File: config.mk
export PLATFORM = sky130hd
export DESIGN_NAME = subcycle_add_datapath
export DESIGN_NICKNAME = d
export VERILOG_FILES = /design/src/rtl/sadp_pkg.sv /design/src/rtl/sadp_ripple_adder.sv /design/src/rtl/sadp_sequencer.sv /design/src/rtl/sadp_bus.sv /design/src/rtl/subcycle_add_datapath.sv
export SDC_FILE = /design/constraint.sdc
export NUM_CORES = 1
export LEC_CHECK = 0
export BUFFER_PORTS_ARGS = -buffer_cell sky130_fd_sc_hd__buf_2
export CAP_MARGIN = 20
export CORE_MARGIN = 1.5
export CORE_UTILIZATION = 38
export CTS_BUF_LIST = sky130_fd_sc_hd__clkbuf_2 sky130_fd_sc_hd__clkbuf_4 sky130_fd_sc_hd__clkbuf_8
export CTS_CLUSTER_SIZE = 10
export DETAILED_ROUTE_END_ITERATION = 8
export HOLD_SLACK_MARGIN = 0.02
export PLACE_DENSITY = 0.6
export SKIP_CTS_REPAIR_TIMING = 1
export SLEW_MARGIN = 0
export SYNTH_ARGS = -nofsm -noshare
export SYNTH_HDL_FRONTEND = slang
export SYNTH_SLANG_ARGS = --single-unit
File: constraint.sdc
create_clock -name clk -period 20 [get_ports clk]
set_input_delay 3 -clock clk [delete_from_list [all_inputs] [get_ports clk]]
set_output_delay 3 -clock clk [all_outputs]
set_load 0.03 [all_outputs]
File: src/rtl/sadp_pkg.sv
package sadp_pkg;
  localparam int NSC = 9;
  localparam int SCW = 4;

  localparam int NSRC     = 5;
  localparam int SRC_EXT  = 0;
  localparam int SRC_IROP = 1;
  localparam int SRC_MBR  = 2;
  localparam int SRC_ACC  = 3;
  localparam int SRC_SUM  = 4;

  localparam int NSTB    = 8;
  localparam int STB_IR  = 0;
  localparam int STB_MAR = 1;
  localparam int STB_MBR = 2;
  localparam int STB_Y   = 3;
  localparam int STB_X   = 4;
  localparam int STB_Z   = 5;
  localparam int STB_G   = 6;
  localparam int STB_FN  = 7;

  // one-bit full adder: {carry, sum}
  function automatic logic [1:0] full_add(input logic a, input logic b, input logic ci);
    full_add = {(a & b) | (a & ci) | (b & ci), a ^ b ^ ci};
  endfunction

  // subcycles in which a bus source is enabled, per instruction class
  function automatic logic [NSC-1:0] send_mask(input int src, input bit add_cls);
    logic [NSC-1:0] m;
    m = '0;
    if (!add_cls) begin
      if (src == SRC_EXT) m[1] = 1'b1;
    end else begin
      case (src)
        SRC_IROP: m[3] = 1'b1;
        SRC_MBR:  m[4] = 1'b1;
        SRC_ACC:  m[5] = 1'b1;
        SRC_SUM:  m[8] = 1'b1;
        default:  m = '0;
      endcase
    end
    return m;
  endfunction

  // subcycles in which a load or function strobe is raised, per class
  function automatic logic [NSC-1:0] strobe_mask(input int stb, input bit add_cls);
    logic [NSC-1:0] m;
    m = '0;
    if (!add_cls) begin
      if (stb == STB_IR) m[1] = 1'b1;
    end else begin
      case (stb)
        STB_MAR: m[3] = 1'b1;
        STB_MBR: m[4] = 1'b1;
        STB_Y:   m[4] = 1'b1;
        STB_X:   m[5] = 1'b1;
        STB_FN:  begin m[6] = 1'b1; m[7] = 1'b1; end
        STB_Z:   m[7] = 1'b1;
        STB_G:   m[8] = 1'b1;
        default: m = '0;
      endcase
    end
    return m;
  endfunction
endpackage

File: src/rtl/sadp_ripple_adder.sv
module sadp_ripple_adder #(
  parameter int W = 16
) (
  input  logic [W-1:0] a,
  input  logic [W-1:0] b,
  output logic [W-1:0] sum,
  output logic         carry_out
);
  logic [W:0] carry;
  assign carry[0] = 1'b0;

  for (genvar i = 0; i < W; i++) begin : g_stage
    logic [1:0] fa;
    assign fa         = sadp_pkg::full_add(a[i], b[i], carry[i]);
    assign sum[i]     = fa[0];
    assign carry[i+1] = fa[1];
  end

  assign carry_out = carry[W];
endmodule

File: src/rtl/sadp_sequencer.sv
module sadp_sequencer
  import sadp_pkg::*;
(
  input  logic             clk,
  input  logic             rst_n,
  input  logic             is_add,
  output logic [SCW-1:0]   sc,
  output logic             phase,
  output logic [NSRC-1:0]  send_en,
  output logic [NSTB-1:0]  strobe
);
  localparam logic [SCW-1:0] SC_LAST = SCW'(NSC - 1);

  always_ff @(posedge clk) begin
    if (!rst_n) begin
      sc    <= '0;
      phase <= 1'b0;
    end else begin
      phase <= ~phase;
      if (phase) sc <= (sc == SC_LAST) ? '0 : sc + 1'b1;
    end
  end

  // decode terms: one per (class, subcycle) pair
  logic [NSC-1:0] dec_any;
  logic [NSC-1:0] dec_add;
  for (genvar s = 0; s < NSC; s++) begin : g_dec
    assign dec_any[s] = (sc == SCW'(s));
    assign dec_add[s] = is_add && (sc == SCW'(s));
  end

  // each control line is the OR of its decode terms
  for (genvar k = 0; k < NSRC; k++) begin : g_send
    localparam logic [NSC-1:0] MF = send_mask(k, 1'b0);
    localparam logic [NSC-1:0] MA = send_mask(k, 1'b1);
    assign send_en[k] = |(dec_any & MF) | |(dec_add & MA);
  end

  for (genvar k = 0; k < NSTB; k++) begin : g_stb
    localparam logic [NSC-1:0] MF = strobe_mask(k, 1'b0);
    localparam logic [NSC-1:0] MA = strobe_mask(k, 1'b1);
    assign strobe[k] = |(dec_any & MF) | |(dec_add & MA);
  end
endmodule

File: src/rtl/sadp_bus.sv
module sadp_bus #(
  parameter int          W    = 16,
  parameter int          NS   = 5,
  parameter logic [W-1:0] IDLE = '0
) (
  input  logic [NS-1:0][W-1:0] src_data,
  input  logic [NS-1:0]        src_en,
  output logic [W-1:0]         bus
);
  logic [NS-1:0][W-1:0] gated;
  for (genvar i = 0; i < NS; i++) begin : g_gate
    assign gated[i] = src_data[i] & {W{src_en[i]}};
  end

  always_comb begin
    bus = (src_en == '0) ? IDLE : '0;
    for (int i = 0; i < NS; i++) bus = bus | gated[i];
  end
endmodule

File: src/rtl/subcycle_add_datapath.sv
module subcycle_add_datapath
  import sadp_pkg::*;
#(
  parameter int          DW     = 16,
  parameter int          AW     = 12,
  parameter int          OPW    = 4,
  parameter logic [3:0]  ADD_OP = 4'hA,
  parameter logic [15:0] IDLE   = 16'h0000
) (
  input  logic           clk,
  input  logic           rst_n,
  input  logic [DW-1:0]  instr_word,
  input  logic [DW-1:0]  mem_rdata,
  output logic [AW-1:0]  mem_addr,
  output logic [DW-1:0]  acc_q,
  output logic [DW-1:0]  bus_q,
  output logic [SCW-1:0] sc_q,
  output logic           phase_q
);
  logic [DW-1:0] ir, mbr, x_r, y_r, z_r, g_r;
  logic [AW-1:0] mar;
  logic [DW-1:0] bus;
  logic [DW-1:0] adder_sum, alu_res;
  logic          carry_out;
  logic          is_add;
  logic [SCW-1:0]  sc;
  logic            phase;
  logic [NSRC-1:0] send_en;
  logic [NSTB-1:0] strobe;
  logic ld_ir, ld_mar, cap_mbr, ld_y, ld_x, ld_z, ld_g, add_fn;

  assign is_add = (ir[DW-1 -: OPW] == OPW'(ADD_OP));

  sadp_sequencer u_seq (
    .clk(clk), .rst_n(rst_n), .is_add(is_add),
    .sc(sc), .phase(phase), .send_en(send_en), .strobe(strobe)
  );

  // loads take effect on the edge ending phase 1; memory capture ends phase 0
  assign ld_ir   = strobe[STB_IR]  &  phase;
  assign ld_mar  = strobe[STB_MAR] &  phase;
  assign cap_mbr = strobe[STB_MBR] & ~phase;
  assign ld_y    = strobe[STB_Y]   &  phase;
  assign ld_x    = strobe[STB_X]   &  phase;
  assign ld_z    = strobe[STB_Z]   &  phase;
  assign ld_g    = strobe[STB_G]   &  phase;
  assign add_fn  = strobe[STB_FN];

  logic [NSRC-1:0][DW-1:0] src_data;
  assign src_data[SRC_EXT]  = instr_word;
  assign src_data[SRC_IROP] = DW'(ir[AW-1:0]);
  assign src_data[SRC_MBR]  = mbr;
  assign src_data[SRC_ACC]  = g_r;
  assign src_data[SRC_SUM]  = z_r;

  sadp_bus #(.W(DW), .NS(NSRC), .IDLE(IDLE[DW-1:0])) u_bus (
    .src_data(src_data), .src_en(send_en), .bus(bus)
  );

  sadp_ripple_adder #(.W(DW)) u_add (
    .a(x_r), .b(y_r), .sum(adder_sum), .carry_out(carry_out)
  );

  assign alu_res = add_fn ? adder_sum : '0;

  always_ff @(posedge clk) begin
    if (!rst_n) begin
      ir  <= '0;
      mar <= '0;
      mbr <= '0;
      x_r <= '0;
      y_r <= '0;
      z_r <= '0;
      g_r <= '0;
    end else begin
      if (ld_ir)   ir  <= bus;
      if (ld_mar)  mar <= bus[AW-1:0];
      if (cap_mbr) mbr <= mem_rdata;
      if (ld_y)    y_r <= bus;
      if (ld_x)    x_r <= bus;
      if (ld_z)    z_r <= alu_res;
      if (ld_g)    g_r <= bus;
    end
  end

  assign mem_addr = mar;
  assign acc_q    = g_r;
  assign bus_q    = bus;
  assign sc_q     = sc;
  assign phase_q  = phase;
endmodule

# Word-level counts from Yosys, hierarchy flattened
# Index checks and enable logic that the tools add are counted.
totals:
  in_bits: 34
  register_bits: 113
  out_inout_bits: 49
classes:
  addsub: 1
  muxes: 2
  reduce_logical: 7
  bitwise_logic: 119
  n_eq_ne: 8
op_table:
  columns: ["operator", "count"]
  rows:
  - ["AND 16 bit", 4]
  - ["bitwise OR 16 bit", 4]
  - ["AND 1 bit", 50]
  - ["bitwise XOR 1 bit", 31]
  - ["bitwise OR 1 bit", 28]
  - ["AND 12 x 16 -> 16 bit", 1]
  - ["equality test 4 x 3 -> 1 bit, second input constant", 4]
  - ["two-way mux 16 bit", 1]
  - ["equality test 4 bit, second input constant", 2]
  - ["logical AND 1 bit", 6]
  - ["adder 4 x 1 -> 4 bit, second input constant", 1]
  - ["equality test 4 x 1 -> 1 bit, second input constant", 1]
  - ["equality test 4 x 2 -> 1 bit, second input constant", 1]
  - ["two-way mux 4 bit", 1]
  - ["OR reduction 2 bit", 1]
  - ["inverter 1 bit", 1]

# Longest topological paths before layout
depth:
  word_depth: 45
  ltp_mapped: 21
  mapped_depth_nobuf: 21

# Hierarchy
# Synthesis repeated with hierarchy kept, for this count alone.
unflattened:
  hier_cells: 607
  hier_area_um2: 5495.3
modules_own_cells:
  columns: ["module", "n_inst", "cells_each", "area_per_inst_um2", "seq_area_each_um2"]
  rows:
  - ["subcycle_add_datapath", 1, 485, 4380.5, 2162.1]
  - ["sadp_sequencer", 1, 46, 395.4, 100.1]
  - ["sadp_bus", 1, 55, 387.9, 0.0]
  - ["sadp_ripple_adder", 1, 21, 331.6, 0.0]

# Worst setup path after synthesis
# OpenSTA, ideal clock, no wires.
synth_path:
  path_kind: "reg2reg"
  from: "register y_r[0]"
  to: "register z_r[14]"
  arrival_ns: 6.956
  setup_slack_ns: 12.928
  period_less_slack_ns: 7.072
  path_stages_with_launch: 20
  cell_sequence: "dfxtp_1 -> ha_1 -> inv_1 -> fa_1 -> fa_1 -> fa_1 -> fa_1 -> fa_1 -> fa_1 -> fa_1 -> fa_1 -> fa_1 -> fa_1 -> fa_1 -> fa_1 -> fa_1 -> inv_1 -> fa_1 -> mux2i_1 -> nor2b_1"
synth_via:
  elab_chain_cells: 42
  elab_cells_between_ends: 55
  cone_classes: "mux (1); bitwise (54)"
synth_lines:
  columns: ["item", "line", "rtl"]
  rows:
  - ["from (decl)", "subcycle_add_datapath.sv:20", "logic [DW-1:0] ir, mbr, x_r, y_r, z_r, g_r;"]
  - ["from (signal assigned)", "subcycle_add_datapath.sv:79", "if (ld_y) y_r <= bus;"]
  - ["AND 1 bit (*)", "sadp_pkg.sv:24", "full_add = {(a & b) | (a & ci) | (b & ci), a ^ b ^ ci};"]
  - ["AND 1 bit", "sadp_pkg.sv:24", null]
  - ["bitwise OR 1 bit", "sadp_pkg.sv:24", null]
  - ["bitwise OR 1 bit (*)", "sadp_pkg.sv:24", null]
  - ["AND 1 bit", "sadp_pkg.sv:24", null]
  - ["bitwise OR 1 bit", "sadp_pkg.sv:24", null]
  - ["bitwise OR 1 bit (*)", "sadp_pkg.sv:24", null]
  - ["AND 1 bit", "sadp_pkg.sv:24", null]
  - ["[26 not listed]", null, null]
  - ["AND 1 bit", "sadp_pkg.sv:24", null]
  - ["bitwise OR 1 bit", "sadp_pkg.sv:24", null]
  - ["bitwise OR 1 bit (*)", "sadp_pkg.sv:24", null]
  - ["AND 1 bit", "sadp_pkg.sv:24", null]
  - ["bitwise OR 1 bit", "sadp_pkg.sv:24", null]
  - ["bitwise OR 1 bit (*)", "sadp_pkg.sv:24", null]
  - ["bitwise XOR 1 bit (*)", "sadp_pkg.sv:24", null]
  - ["two-way mux 16 bit (*)", "subcycle_add_datapath.sv:64", "assign alu_res = add_fn ? adder_sum : '0;"]
  - ["to (signal assigned)", "subcycle_add_datapath.sv:81", "if (ld_z) z_r <= alu_res;"]
  - ["to (decl)", "subcycle_add_datapath.sv:20", null]
# Mark *: on every way between the ends. The rest lies on a longest branch, timed or not.
# A chain may end at the register's enable or synchronous reset.

# Final worst setup path
layout_path:
  from: "register x_r[0]"
  to: "register z_r[15]"
layout_via:
  elab_chain_cells: 45
  elab_cells_between_ends: 59
  cone_classes: "mux (1); bitwise (58)"
layout_lines:
  columns: ["item", "line", "rtl"]
  rows:
  - ["from (decl)", "subcycle_add_datapath.sv:20", null]
  - ["from (signal assigned)", "subcycle_add_datapath.sv:80", "if (ld_x) x_r <= bus;"]
  - ["AND 1 bit (*)", "sadp_pkg.sv:24", null]
  - ["AND 1 bit", "sadp_pkg.sv:24", null]
  - ["bitwise OR 1 bit", "sadp_pkg.sv:24", null]
  - ["bitwise OR 1 bit (*)", "sadp_pkg.sv:24", null]
  - ["AND 1 bit", "sadp_pkg.sv:24", null]
  - ["bitwise OR 1 bit", "sadp_pkg.sv:24", null]
  - ["bitwise OR 1 bit (*)", "sadp_pkg.sv:24", null]
  - ["AND 1 bit", "sadp_pkg.sv:24", null]
  - ["[29 not listed]", null, null]
  - ["AND 1 bit", "sadp_pkg.sv:24", null]
  - ["bitwise OR 1 bit", "sadp_pkg.sv:24", null]
  - ["bitwise OR 1 bit (*)", "sadp_pkg.sv:24", null]
  - ["AND 1 bit", "sadp_pkg.sv:24", null]
  - ["bitwise OR 1 bit", "sadp_pkg.sv:24", null]
  - ["bitwise OR 1 bit (*)", "sadp_pkg.sv:24", null]
  - ["bitwise XOR 1 bit (*)", "sadp_pkg.sv:24", null]
  - ["two-way mux 16 bit (*)", "subcycle_add_datapath.sv:64", null]
# Marks and branches as above.

==> impl_metrics.py <==
metrics = {
    "drt": {
        "route.antenna.remaining_nets": 0,
        "wl_um": 14500,
        "drt_first_pass_iters": 5,
        "wl_met2_um": 7080,
        "via_per_inst": 5.40,
        "wl_met3_um": 649,
        "drt-initial-drc-count": 352,
        "dr_total_vias": 4567,
        "drc": 0,
        "wire_per_inst_um": 17.1,
        "wl_met1_um": 6420,
        "top_layer_used": "met4",
    },
    "critical_path": {
        "worst_ep_required_time_ns": 20.37,
        "start_kind": "flip-flop",
        "slowest_delay_ns": 0.50,
        "slowest_stage": "fa_1",
        "path_cells": "ha_1 -> inv_1 -> fa_1 -> fa_1 -> fa_1 -> fa_1 -> fa_1 -> fa_1 -> fa_1 -> fa_1 -> fa_1 -> fa_1 -> fa_1 -> fa_1 -> fa_1 -> inv_1 -> fa_1 -> xnor2_1 -> xnor2_1 -> mux2i_1 -> nor2b_1",
        "path_max_fanout": 2,
        "path_common_cell": "fa_1",
        "cp_data_arrival_time_ns": 7.72,
        "criticalPathCategory": "reg2reg",
        "crit_path_end_kind": "flip-flop",
    },
    "job": {
        "max-cap-violations": 0,
    },
    "pwr": {
        "p_clk_frac": 0.466,
        "p_int_w": 0.000369,
        "p_comb_frac": 0.070,
        "irDropWorstVdd_uv": 35.1,
        "seqPwrFrac": 0.464,
        "p_leak_nw": 2.51,
        "switching_share": 0.251,
        "cellPowerDensity_nw_per_um2": 80.6,
        "p_sw_w": 0.000124,
    },
    "synthesis": {
        "muxShareOfSynthArea": 0.00937,
        "synth_top_family_by_area": "compound AO/OA/AOI/OAI gates",
        "synth-warning-count": 0,
        "yosys.area.top_type": "dfxtp_1",
        "synth_compound_area_frac": 0.268,
        "ys_ff_latch": 113,
        "synth.area.top_cells": "dfxtp_1 (42%), o21ai_0 (9.4%), a21oi_1 (6.4%)",
        "netlist_instances": 613,
        "syn-num-nets": 665,
        "syn_area_um2": 5340,
        "synth_ff_type": "dfxtp_1",
        "ys_seq_area_frac": 0.424,
        "synth_top_area_share": 0.424,
        "syn_area_per_cell_um2": 8.71,
        "synthAdderAreaFrac": 0.0619,
        "synth.distinct_cells": 43,
        "synthArstFlopShare": 0,
        "synth-edff-count": 0,
        "synth_xor_area_frac": 0.00328,
        "synth_simple_gate_area_frac": 0.136,
    },
    "die": {
        "core_area_um2": 13800,
        "initial_utilization": 0.388,
        "io_pins": 83,
        "num_rows": 43,
        "die_h_um": 122,
        "die_area_um2": 14800,
        "fp.dieW_um": 122,
    },
    "timing": {
        "max_freq_mhz": 136,
        "holdWs_ns": 0.476,
        "setup_ws_ns": 12.65,
        "slew_headroom": 0.298,
        "worst_slew_pin_slew_ns": 1.05,
        "maxSlewViolCount": 0,
        "setup_viol": 0,
        "skew_ns": 0.0108,
        "period_minus_slack_ns": 7.35,
        "hold_viol": 0,
        "final.setup.tns_ns": 0,
        "post-route-period-util": 0.367,
        "rsz0062_at_grt": "no",
    },
    "global_routing": {
        "grt_pass1_wl_um": 22900,
        "grt_pass1_vias": 4336,
        "grt_usage": 0.202,
        "grt_max_degree": 131,
        "grt.overflow.total": 0,
        "antenna_found_initial": 0,
    },
    "layout": {
        "layout_common_cells": "dfxtp_1 (113), o21ai_0 (100), buf_2 (81)",
        "final_nets": 704,
        "mostFrequentLayoutCell": "dfxtp_1",
        "utilization": 0.444,
        "fin_area_um2": 6110,
        "n_antenna_cell": 0,
        "syn_to_final_growth_pct": 14.5,
        "drive_above_1_share": 0.215,
    },
    "clock_tree": {
        "clockBufferDepth": 2,
        "cts_tree": "built",
        "worstSkewPairLatency_ns": 0.43,
        "cts_max_level": 4,
        "clock_sinks": 113,
        "root_buffer": "clkbuf_8",
        "cts_buffers": 17,
        "clk_pin_slew_ns": 0.07,
    },
    "min_path": {
        "hp-class": "reg2reg",
    },
    "place": {
        "hpwlAfterDp_um": 9900,
        "place_area_um2": 5630,
        "dp_worst_setup_slack_ns": 12.60,
        "place.gp.congestion": 0.843,
        "port_buffers": 82,
    },
    "run_status": {
        "status": "completed",
    },
}
[cell type report]
cell class,instances,area (um^2)
tap,180,225
clock inverter,12,156
clock buffer,20,269
fill,1378,7660
inverter,37,139
multi-input combinational,394,2560
sequential,113,2260
timing repair buffer,89,505
[registers in the layout, summed over array words and instances, names as in the netlist]
signal       flops
acc_q           16
ir              16
mbr             16
mem_addr        12
u_seq.phase      1
u_seq.sc         4
x_r             16
y_r             16
z_r             16
[power groups by stage]
stage | Clock (W) | Sequential, W | Combinational, W
floorplan | 0 | 0.000234 | 0.0000218
global placement | 0 | 0.000234 | 0.0000331
detailed placement | 0 | 0.000234 | 0.0000336
CTS | 0.000233 | 0.000229 | 0.0000337
global route | 0.000243 | 0.000229 | 0.0000370
finish | 0.000230 | 0.000229 | 0.0000344
[critical path: cells and delay by family, from the launching register on]
family	cells	cell delay, ns
mux	1	0.09
flops	1	0.34
fa+ha+maj	15	6.36
buf+inv	2	0.15
simple gates	1	0.10
xor+xnor	2	0.27
[metal layers]
layer  GRT usage  vias to the layer above
met5           0                        -
met1       0.262                     2208
met3      0.0454                       23
met2       0.329                      120
met4      0.0757                        0
li1            -                     2216
[Yosys cell counts, drive strengths merged (8+ instances only)]
library cell and n:
a21oi 77, a31oi 12, a32o 12, buf 44, clkbuf 25, dfxtp 113
fa 14, inv 37, nand2 69, nand3 26, nand4b 8, nor2 13
nor2b 9, o211a 13, o21ai 100
[path summary, 6_finish.rpt]
check                           slack (ns)                 from  cells past startpoint              endpoint
worst max register to register       12.65  x_r[0]$_SDFFE_PN0P_                     21  z_r[15]$_SDFFE_PN0P_
worst max-delay path                 12.65  x_r[0]$_SDFFE_PN0P_                     21  z_r[15]$_SDFFE_PN0P_
worst min-delay path                  0.48  mbr[1]$_SDFFE_PN0P_                      2   mbr[1]$_SDFFE_PN0P_
worst min register to register        0.48  mbr[1]$_SDFFE_PN0P_                      2   mbr[1]$_SDFFE_PN0P_
[through the flow]
step	power (W)	std cells
2_1_floorplan	0.000256	613
3_3_place_gp	0.000267	810
3_5_place_dp	0.000267	810
4_1_cts	0.000495	842
5_1_grt	0.000509	845
6_report	0.000493	845
[kinds of logic after synthesis]
logic type	count (synthesis)
fa+ha+maj	18
simple gates	142
compound gates	227
mux	5
buf+inv	106
flops	113
xor+xnor	2
No activity file was read; power rests on OpenSTA's default activity.
